**src/rtl/ccst_pkg.sv**
```systemverilog
// Package: shared status encodings for the command cycle status tracker.
// Assumes a 4-bit status word: [3:2] class, [1:0] detail.
package ccst_pkg;
    typedef enum logic [1:0] {
        CLS_OK    = 2'b00,
        CLS_BUSY  = 2'b01,
        CLS_ALARM = 2'b10,
        CLS_ERR   = 2'b11
    } stat_cls_e;

    localparam logic [1:0] ERR_PARITY = 2'b00;
    localparam logic [1:0] ERR_CASC   = 2'b01;
    localparam logic [1:0] ERR_CYCLE  = 2'b10;

    localparam logic [3:0] STAT_OK    = {CLS_OK,   2'b00};
    localparam logic [3:0] STAT_BUSY  = {CLS_BUSY, 2'b00};
    localparam logic [3:0] STAT_PAR   = {CLS_ERR,  ERR_PARITY};
    localparam logic [3:0] STAT_CASC  = {CLS_ERR,  ERR_CASC};
    localparam logic [3:0] STAT_CYCLE = {CLS_ERR,  ERR_CYCLE};
endpackage

```
**src/rtl/ccst_addr_decode.sv**
```systemverilog
// Address decoder: classifies a host address as command word, launch
// word, status location or upper (second-device) range.
// Assumes the register window sits at the bottom of the lower half and
// the top address bit selects the second device.
module ccst_addr_decode #(
    parameter int ADDR_W   = 14,
    parameter int LAST_CMD = 5,
    parameter int STAT_A   = 6,
    parameter int STAT_B   = 7
) (
    input  logic [ADDR_W-1:0] addr,
    output logic              is_cmd,
    output logic              is_last,
    output logic              is_stat,
    output logic              is_upper
);
    localparam logic [ADDR_W-1:0] LAST_A = ADDR_W'(LAST_CMD);
    localparam logic [ADDR_W-1:0] STA_A  = ADDR_W'(STAT_A);
    localparam logic [ADDR_W-1:0] STB_A  = ADDR_W'(STAT_B);

    // Pure compare logic for the four address classes.
    always_comb begin
        is_cmd   = (addr <= LAST_A);
        is_last  = (addr == LAST_A);
        is_stat  = (addr == STA_A) || (addr == STB_A);
        is_upper = addr[ADDR_W-1];
    end
endmodule

```
**src/rtl/ccst_parity.sv**
```systemverilog
// Parity checker: flags a word whose data plus parity bit breaks the
// configured parity sense. Assumes one parity bit covers the whole word.
module ccst_parity #(
    parameter int DATA_W   = 16,
    parameter bit ODD_SENSE = 1'b0
) (
    input  logic [DATA_W-1:0] data,
    input  logic              par,
    output logic              bad
);
    logic ones_odd;

    // Reduction over data and parity bit.
    always_comb ones_odd = ^{data, par};

    generate
        if (ODD_SENSE) begin : g_odd
            // Odd sense: an even count is an error.
            always_comb bad = ~ones_odd;
        end else begin : g_even
            // Even sense: an odd count is an error.
            always_comb bad = ones_odd;
        end
    endgenerate
endmodule

```
**src/rtl/ccst_status_fsm.sv**
```systemverilog
// Status controller: holds the status word and moves it on host accesses
// and engine completion; launches commands.
// Assumes a single host access per cycle (a read wins over a write).
module ccst_status_fsm
    import ccst_pkg::*;
(
    input  logic       clk,
    input  logic       rst_n,
    input  logic       wr_en,
    input  logic       rd_en,
    input  logic       is_cmd,
    input  logic       is_last,
    input  logic       is_stat,
    input  logic       is_upper,
    input  logic       par_bad,
    input  logic       single_dev,
    input  logic [1:0] casc_resp,
    input  logic       eng_done,
    input  logic       eng_alarm,
    input  logic [1:0] eng_detail,
    output logic [3:0] status,
    output logic       start
);
    logic [3:0] status_d;
    logic       start_d;
    logic       wr_err_q, wr_err_d;
    logic       casc_miss_q, casc_miss_d;
    logic       busy, in_par, rd_stat, wr_acc;

    // State qualifiers used by the next-state logic.
    always_comb begin
        busy    = (status[3:2] == CLS_BUSY);
        in_par  = (status == STAT_PAR);
        rd_stat = rd_en && is_stat;
        wr_acc  = wr_en && !rd_en;
    end

    // Next status, launch strobe and per-command flags.
    always_comb begin
        status_d    = status;
        start_d     = 1'b0;
        wr_err_d    = wr_err_q;
        casc_miss_d = casc_miss_q;
        if (busy) begin
            if (wr_acc) wr_err_d = 1'b1;
            if (eng_done) begin
                if (wr_err_d)        status_d = STAT_CYCLE;
                else if (casc_miss_q) status_d = STAT_CASC;
                else if (eng_alarm)  status_d = {CLS_ALARM, eng_detail};
                else                 status_d = STAT_OK;
            end
        end else if (rd_stat) begin
            status_d = STAT_CYCLE;
        end else if (wr_acc && !in_par) begin
            if (is_upper && single_dev) begin
                status_d = STAT_CASC;
            end else if (is_cmd) begin
                if (par_bad) begin
                    status_d = STAT_PAR;
                end else if (is_last) begin
                    status_d    = STAT_BUSY;
                    start_d     = 1'b1;
                    wr_err_d    = 1'b0;
                    casc_miss_d = (casc_resp == 2'b00);
                end
            end
        end
    end

    // Registers with synchronous active-low reset.
    always_ff @(posedge clk) begin
        if (!rst_n) begin
            status      <= STAT_OK;
            start       <= 1'b0;
            wr_err_q    <= 1'b0;
            casc_miss_q <= 1'b0;
        end else begin
            status      <= status_d;
            start       <= start_d;
            wr_err_q    <= wr_err_d;
            casc_miss_q <= casc_miss_d;
        end
    end


    rd_end_chk: assert property (@(posedge clk) disable iff (!rst_n)
        (rd_en && is_stat && status[3:2] != CLS_BUSY) |=> status == STAT_CYCLE);

    busy_hold_chk: assert property (@(posedge clk) disable iff (!rst_n)
        (status[3:2] == CLS_BUSY && !eng_done) |=> status[3:2] == CLS_BUSY);

    par_enter_chk: assert property (@(posedge clk) disable iff (!rst_n)
        (wr_en && !rd_en && is_cmd && par_bad && !is_upper
         && status[3:2] != CLS_BUSY && status != STAT_PAR) |=> status == STAT_PAR);

    par_hold_chk: assert property (@(posedge clk) disable iff (!rst_n)
        (status == STAT_PAR && !(rd_en && is_stat)) |=> status == STAT_PAR);

    start_busy_chk: assert property (@(posedge clk) disable iff (!rst_n)
        start |-> status == STAT_BUSY);

    busy_nostart_chk: assert property (@(posedge clk) disable iff (!rst_n)
        (status[3:2] == CLS_BUSY) |=> !start);

    idle_done_chk: assert property (@(posedge clk) disable iff (!rst_n)
        (eng_done && !wr_en && !rd_en && status[3:2] != CLS_BUSY) |=> $stable(status));
endmodule

```
**src/rtl/cmd_status_tracker.sv**
```systemverilog
// Top: command cycle status tracker. Decodes host accesses, checks write
// parity, and keeps the status word for the command engine handshake.
// Assumes single-cycle bus strobes and an engine that answers with done.
module cmd_status_tracker #(
    parameter int ADDR_W    = 14,
    parameter int DATA_W    = 16,
    parameter int LAST_CMD  = 5,
    parameter int STAT_A    = 6,
    parameter int STAT_B    = 7,
    parameter bit ODD_SENSE = 1'b0
) (
    input  logic              clk,
    input  logic              rst_n,
    input  logic              bus_wr,
    input  logic              bus_rd,
    input  logic [ADDR_W-1:0] bus_addr,
    input  logic [DATA_W-1:0] bus_wdata,
    input  logic              bus_wpar,
    input  logic              single_dev,
    input  logic [1:0]        casc_resp,
    output logic              eng_start,
    input  logic              eng_done,
    input  logic              eng_alarm,
    input  logic [1:0]        eng_detail,
    output logic [3:0]        stat_word
);
    logic is_cmd, is_last, is_stat, is_upper, par_bad;

    ccst_addr_decode #(
        .ADDR_W(ADDR_W), .LAST_CMD(LAST_CMD), .STAT_A(STAT_A), .STAT_B(STAT_B)
    ) u_dec (
        .addr(bus_addr), .is_cmd(is_cmd), .is_last(is_last),
        .is_stat(is_stat), .is_upper(is_upper)
    );

    ccst_parity #(.DATA_W(DATA_W), .ODD_SENSE(ODD_SENSE)) u_par (
        .data(bus_wdata), .par(bus_wpar), .bad(par_bad)
    );

    ccst_status_fsm u_fsm (
        .clk(clk), .rst_n(rst_n), .wr_en(bus_wr), .rd_en(bus_rd),
        .is_cmd(is_cmd), .is_last(is_last), .is_stat(is_stat),
        .is_upper(is_upper), .par_bad(par_bad), .single_dev(single_dev),
        .casc_resp(casc_resp), .eng_done(eng_done), .eng_alarm(eng_alarm),
        .eng_detail(eng_detail), .status(stat_word), .start(eng_start)
    );
endmodule

```
**config.mk**
```make
export PLATFORM = sky130hd
export DESIGN_NAME = cmd_status_tracker
export DESIGN_NICKNAME = d
export VERILOG_FILES = /design/src/rtl/ccst_pkg.sv /design/src/rtl/ccst_addr_decode.sv /design/src/rtl/ccst_parity.sv /design/src/rtl/ccst_status_fsm.sv /design/src/rtl/cmd_status_tracker.sv
export SDC_FILE = /design/constraint.sdc
export NUM_CORES = 1
export LEC_CHECK = 0
export BUFFER_PORTS_ARGS = -buffer_cell sky130_fd_sc_hd__buf_2
export CAP_MARGIN = 20
export CORE_UTILIZATION = 35
export DETAILED_ROUTE_END_ITERATION = 7
export PLACE_DENSITY = 0.77
export RECOVER_POWER = 25
export SYNTH_ARGS = -nofsm -noshare
export SYNTH_HDL_FRONTEND = slang
export SYNTH_SLANG_ARGS = --single-unit
```
**constraint.sdc**
```tcl
create_clock -name clk -period 2.6 [get_ports clk]
set_input_delay 0.65 -clock clk [delete_from_list [all_inputs] [get_ports clk]]
set_output_delay 0.65 -clock clk [all_outputs]
set_load 0.01 [all_outputs]
```
==> flow_summary.json, run 1 <==
{
  "worst-r2r-cell-count": 5,
  "io_pins": 47,
  "fp.dieW_um": 44.2,
  "met3_usage_pct": 5.31,
  "path_cells": "buf_2 > xor2_1 > xnor2_1 > xnor3_2 > xnor2_2 > nor4_4 > mux2i_1",
  "clk-insertion-delay-late_ps": 250,
  "drv_cap": 0,
  "synth_nets": 115,
  "utilization_pct": 56.5,
  "gr-total-overflow": 0,
  "tightest_slew_ps": 366,
  "post_cts_resized": 0,
  "min_path_type": "reg2reg",
  "dp_slack_ps": 298,
  "viasPerCell": 5.23,
  "combPwrFrac_pct": 44.1,
  "core_area_mm2": 0.00158,
  "final_nets": 165,
  "die_h_um": 44.2,
  "grt_pass1_wl_um": 2670,
  "use_met2_pct": 32.6,
  "grt.busiest_layer": "met2",
  "numCtsBuffers": 3,
  "htreeDepth": 1,
  "routabilityCongestion": 0.801,
  "route.detailed.drc": 2,
  "grt_pass1_vias": 721,
  "clock_sinks": 7,
  "wl_um": 1550,
  "hold_buffers": 0,
  "cts-root-buf": "clkbuf_4",
  "power_density_mw_per_mm2": 429,
  "grt_max_degree": 13,
  "synth_cells": 73,
  "insertedDiodeCount": 0,
  "swShare_pct": 31.6,
  "first_pass_iters": 6,
  "synth.top_cell.area_share_pct": 22.5,
  "postRouteAntennaNets": 0,
  "worstPathArrival_ps": 2220,
  "crit_type": "in2reg",
  "synth-seq-cells": 7,
  "avgSynthCellArea_um2": 8.52,
  "fin_total_pwr_uw": 382,
  "final_common_cell": "buf_2",
  "area_delta_synth_final_pct": 43.3,
  "fin_crit_sh_pct": 79.0,
  "antenna_found_initial": 0,
  "status": "finished with violations",
  "port-buffer-count": 46,
  "violations": "DRC",
  "synth_area_um2": 622,
  "synth_top_area_cell": "dfxtp_1",
  "crit_path_max_fanout": 4,
  "pwr-share-seq_pct": 30.4,
  "p_switching_uw": 121,
  "tns_ps": 0,
  "crit_slowest_cell": "xnor3_2",
  "ir_worst_vdd_v": 0.000304,
  "yosysWarnings": 0,
  "startpoint_type": "primary input",
  "route.vias.total": 722,
  "ys_seq_area_share_pct": 22.5,
  "leakage_nw": 0.424,
  "synthTopCellsByArea": "dfxtp_1 (23%), xnor2_1 (17%), mux2i_1 (6.4%)",
  "cts_buffer_depth": 2,
  "tritoncts": "done",
  "drt_iter0_markers": 13,
  "setup_slack_ps": 546,
  "use_met1_pct": 19.8,
  "wl_per_cell_um": 11.2,
  "yosysUniqueCellTypes": 29,
  "max_freq_ghz": 0.487,
  "grt_usage_pct": 18.1,
  "clk_pin_slew_ps": 50,
  "internal_power_uw": 261,
  "dp_hpwl_um": 1350,
  "slew_viol_final": 0,
  "num_rows": 14,
  "hold_depth": 2,
  "die_area_mm2": 0.00195,
  "maxSlewHeadroom_pct": 75.3,
  "start_util_pct": 39.4,
  "critical-path-max-stage-delay_ps": 450,
  "min_period_ps": 2050,
  "drive_above_1_share_pct": 41.8,
  "endpoint_kind": "register",
  "p_clk_share_pct": 25.5,
  "post_cts_buffers": 0,
  "final_cell_mix": "buf_2 (43), xnor2_1 (12), nand2_1 (10), dfxtp_1 (7)",
  "setup_violations": 0,
  "finalHoldViolations": 0,
  "worstPathRequired_ps": 2770,
  "rsz0062_at_grt": "no",
  "finClkSkew_ps": 9.01
}
-- through the flow --
step / hold slack (ps) / instances / area (um^2)
floorplan: 452 / 73 / 622
global placement: 457 / 134 / 868
detailed placement: 467 / 134 / 868
CTS: 477 / 138 / 895
global route: 528 / 138 / 891
finish: 478 / 138 / 891
-- critical path: cells and delay by family --
kind	cells	cell delay (ps)
XOR/XNOR	4	960
buffers and inverters	1	110
multiplexers	1	230
AND/OR/NAND/NOR	1	280
-- sequential cells by signal, indices dropped and copies added, names as in the netlist --
| register | cells |
|---|---|
| u_fsm.casc_miss_q | 1 |
| u_fsm.status | 4 |
| u_fsm.wr_err_q | 1 |
| u_fsm.start | 1 |
-- synth_stat cells --
cell type  count
xnor2_1       12
nand2_1       10
dfxtp_1        7
mux2i_1        4
o21ai_0        4
a21oi_1        3
nor4_1         3
and3_1         2
and4b_1        2
nand2b_1       2
nand3_1        2
nand4_1        2
nor2_1         2
nor2b_1        2
nor3_1         2
a21o_2         1
a31oi_1        1
and2_1         1
clkbuf_1       1
nand4b_1       1
nand4bb_1      1
nor3b_1        1
nor4_4         1
o21a_1         1
o221ai_1       1
or3b_2         1
xnor2_2        1
xnor3_2        1
xor2_1         1
-- layout make-up --
cell class / count / area [um^2]
Fill cell: 141 / 686
Multi-Input combinational cell: 65 / 478
Timing Repair Buffer: 46 / 226
Clock buffer: 4 / 26.3
Tap cell: 16 / 20.0
Sequential cell: 7 / 140
-- power by group through the flow --
stage                     Sequential (mW)  Clock, mW  Combinational [mW]
after CTS                           0.116      0.101               0.170
final                               0.116     0.0974               0.169
after global placement              0.118          0               0.166
after floorplan                     0.119          0               0.118
after detailed placement            0.118          0               0.171
after global routing                0.116      0.105               0.186
-- layer usage --
layer | part of all wire, % | wire (um)
met3 | 5.1 | 79
met5 | 0 | 0
met1 | 42 | 650
met4 | 0 | 0
met2 | 53 | 822
-- kinds of logic (layout without fill, tap and decap cells) --
family / after synthesis / after routing / share of synthesized area [%]
compound gates: 11 / 11 / 10.7
xor+xnor: 15 / 15 / 24.7
buf+inv: 1 / 50 / 0.603
flops: 7 / 7 / 22.5
mux: 4 / 4 / 6.44
simple gates: 35 / 35 / 35.0
-- worst paths after layout --
check	startpoint	to	slack, ps
worst min-delay path	u_fsm.status[1]	u_fsm.status[1]	480
worst max-delay path	bus_wdata[14]	u_fsm.casc_miss_q	550
worst min register to register	u_fsm.status[1]	u_fsm.status[1]	480
worst max register to register	u_fsm.status[3]	u_fsm.status[3]	970
Power figures use the tool's default switching activity.
==> run 2: changes to the inputs <==
--- a/config.mk
+++ b/config.mk
@@ -9,7 +9,7 @@
 export CAP_MARGIN = 20
 export CORE_UTILIZATION = 35
 export DETAILED_ROUTE_END_ITERATION = 7
-export PLACE_DENSITY = 0.77
+export PLACE_DENSITY = 0.79
 export RECOVER_POWER = 25
 export SYNTH_ARGS = -nofsm -noshare
 export SYNTH_HDL_FRONTEND = slang
==> constraint.sdc (replaced) <==
create_clock -name clk -period 1.7 [get_ports clk]
set_input_delay 0.425 -clock clk [delete_from_list [all_inputs] [get_ports clk]]
set_output_delay 0.425 -clock clk [all_outputs]
set_load 0.01 [all_outputs]
==> run 2 against run 1 <==
The run ends with setup timing left. Clock power up 62%. Flip-flop and latch count is the same. Die area stayed put. Non-clock buffer count is 4 higher. Count of clock-buffer cells in the layout unchanged. Critical path depth did not move. Highest routed layer is now met4.
==> flow_summary.json, run 2 (synthesis gave the netlist of run 1 again) <==
{
  "crit_family": "XOR/XNOR gates",
  "dp_hpwl_um": 1490,
  "worstPathRequired_ps": 1890,
  "setup.worst_path.start": "bus_wdata[10]",
  "crit_type": "in2reg",
  "route.detailed.drc": 0,
  "insertedDiodeCount": 0,
  "final_area_mm2": 0.00106,
  "port-buffer-count": 46,
  "first_pass_iters": 7,
  "final_common_cell": "buf_2",
  "endpoint_kind": "register",
  "finalHoldViolations": 0,
  "max_freq_ghz": 0.576,
  "dp_cells": 138,
  "drive_above_1_share_pct": 51.6,
  "tightest_slew_ps": 451,
  "ff_latch_area_um2": 140,
  "grt_pass1_wl_um": 3040,
  "hold_buffers": 0,
  "crit_buf_inv": 1,
  "cp_common_cell": "xnor2_4",
  "min_from": "casc_resp[0]",
  "placed_cell_area_um2": 951,
  "critical-path-max-stage-delay_ps": 490,
  "startpoint_type": "primary input",
  "rsz0062_at_grt": "yes",
  "cts_buffer_depth": 2,
  "setup_violations": 3,
  "core_area_mm2": 0.00158,
  "wl_per_cell_um": 13.6,
  "min_period_ps": 1730,
  "fin_crit_sh_pct": 102,
  "clk_pin_slew_ps": 50,
  "htreeDepth": 1,
  "r2r-start": "u_fsm.status[3]",
  "fp.dieW_um": 44.2,
  "crit_path_max_fanout": 4,
  "grt_max_degree": 13,
  "regMostFlops": "u_fsm.status",
  "leakage_nw": 0.506,
  "cts-root-buf": "clkbuf_4",
  "ir_worst_vdd_v": 0.000447,
  "status": "finished with violations",
  "route.vias.total": 786,
  "viasPerCell": 5.54,
  "final_cell_mix": "buf_2 (38), nand2_1 (10), xnor2_1 (7), dfxtp_1 (7), buf_6 (5)",
  "area_delta_synth_final_pct": 71.0,
  "clock_sinks": 7,
  "postRouteAntennaNets": 0,
  "finClkSkew_ps": 2.45,
  "clk-insertion-delay-late_ps": 260,
  "multiInputGateArea_um2": 567,
  "final_nets": 169,
  "crit_slowest_cell": "xnor3_2",
  "grt_pass1_vias": 757,
  "numCtsBuffers": 3,
  "fillers": 138,
  "routabilityCongestion": 0.794,
  "wl_um": 1930,
  "setup_slack_ps": -34.7,
  "tritoncts": "done",
  "instances_no_fill": 142,
  "power_density_mw_per_mm2": 649,
  "path_cells": "buf_8 > xnor2_4 > xnor2_1 > xnor3_2 > xnor2_4 > nor4_4 > mux2i_1",
  "grt_usage_pct": 21.4,
  "violations": "setup timing",
  "worstPathArrival_ps": 1930,
  "slew_viol_final": 0,
  "gr-total-overflow": 0,
  "die_h_um": 44.2,
  "io_pins": 47,
  "drt_iter0_markers": 28,
  "maxSlewHeadroom_pct": 69.7,
  "antenna_found_initial": 0,
  "start_util_pct": 39.4,
  "min_path_type": "in2reg",
  "largest_register_ffs": 4,
  "num_rows": 14,
  "drv_cap": 0,
  "die_area_mm2": 0.00195
}
run 2: cell types whose count changed in the layout (fill, tap and decap cells not counted), sizes merged:
cell | previous run | this run
buf | 43 | 49
clkbuf | 7 | 5
run 2: final cells by class:
cell class                 instances  share of cell area, %
clock buffer                       4                   2.47
multi-input combinational         65                   53.3
sequential                         7                   13.2
tap                               16                   1.88
timing repair buffer              50                   29.2
run 2: path summary, 6_finish.rpt:
path	end	slack, ps	depth (start not counted)
setup / recovery	u_fsm.casc_miss_q	-30	7
hold / removal	u_fsm.casc_miss_q	440	3
setup reg to reg	u_fsm.casc_miss_q	120	5
hold reg to reg	u_fsm.status[0]	480	2
run 2: worst reg2reg max path: stages (launching register included):
cell and delay, ps:
dfxtp_1 380, nand2b_1 290, nand3_1 160, buf_4 180, nor4_4 290, mux2i_1 210
run 2: layer usage:
metal  share of wire, %  vias up  track usage, %
met3                5.9       10            8.98
met2                 54       45            38.5
li1                   -      370               -
met1                 36      361            20.4
met4                3.7        0            11.5
met5                  0        -               0
run 2: report_power, final:
part           internal (mW)  switching (mW)  total, mW  leakage (nW)
combinational          0.197           0.158      0.355         0.434
clock                 0.0900          0.0676      0.158        0.0150
sequential             0.171         0.00663      0.178        0.0566
total                  0.458           0.232      0.690         0.506
run 2: per-stage QoR:
step | hold slack (ps) | TNS, ps | utilization, % | power [mW] | setup WS [ps]
detailed placement | 473 | -2310 | 60.3 | 0.515 | -383
CTS | 443 | -194 | 66.0 | 0.688 | -73.8
global placement | 461 | -1810 | 60.3 | 0.497 | -288
global route | 463 | -542 | 67.5 | 0.731 | -121
finish | 438 | -88.1 | 67.5 | 0.690 | -34.7
floorplan | 452 | -449 | - | 0.415 | -89.9
run 2: timing repair:
action                                  CTS  global route
pin swaps                                 1             7
endpoints found under the setup margin    7             7
gates resized for setup                  15             4
buffers inserted                          0             0
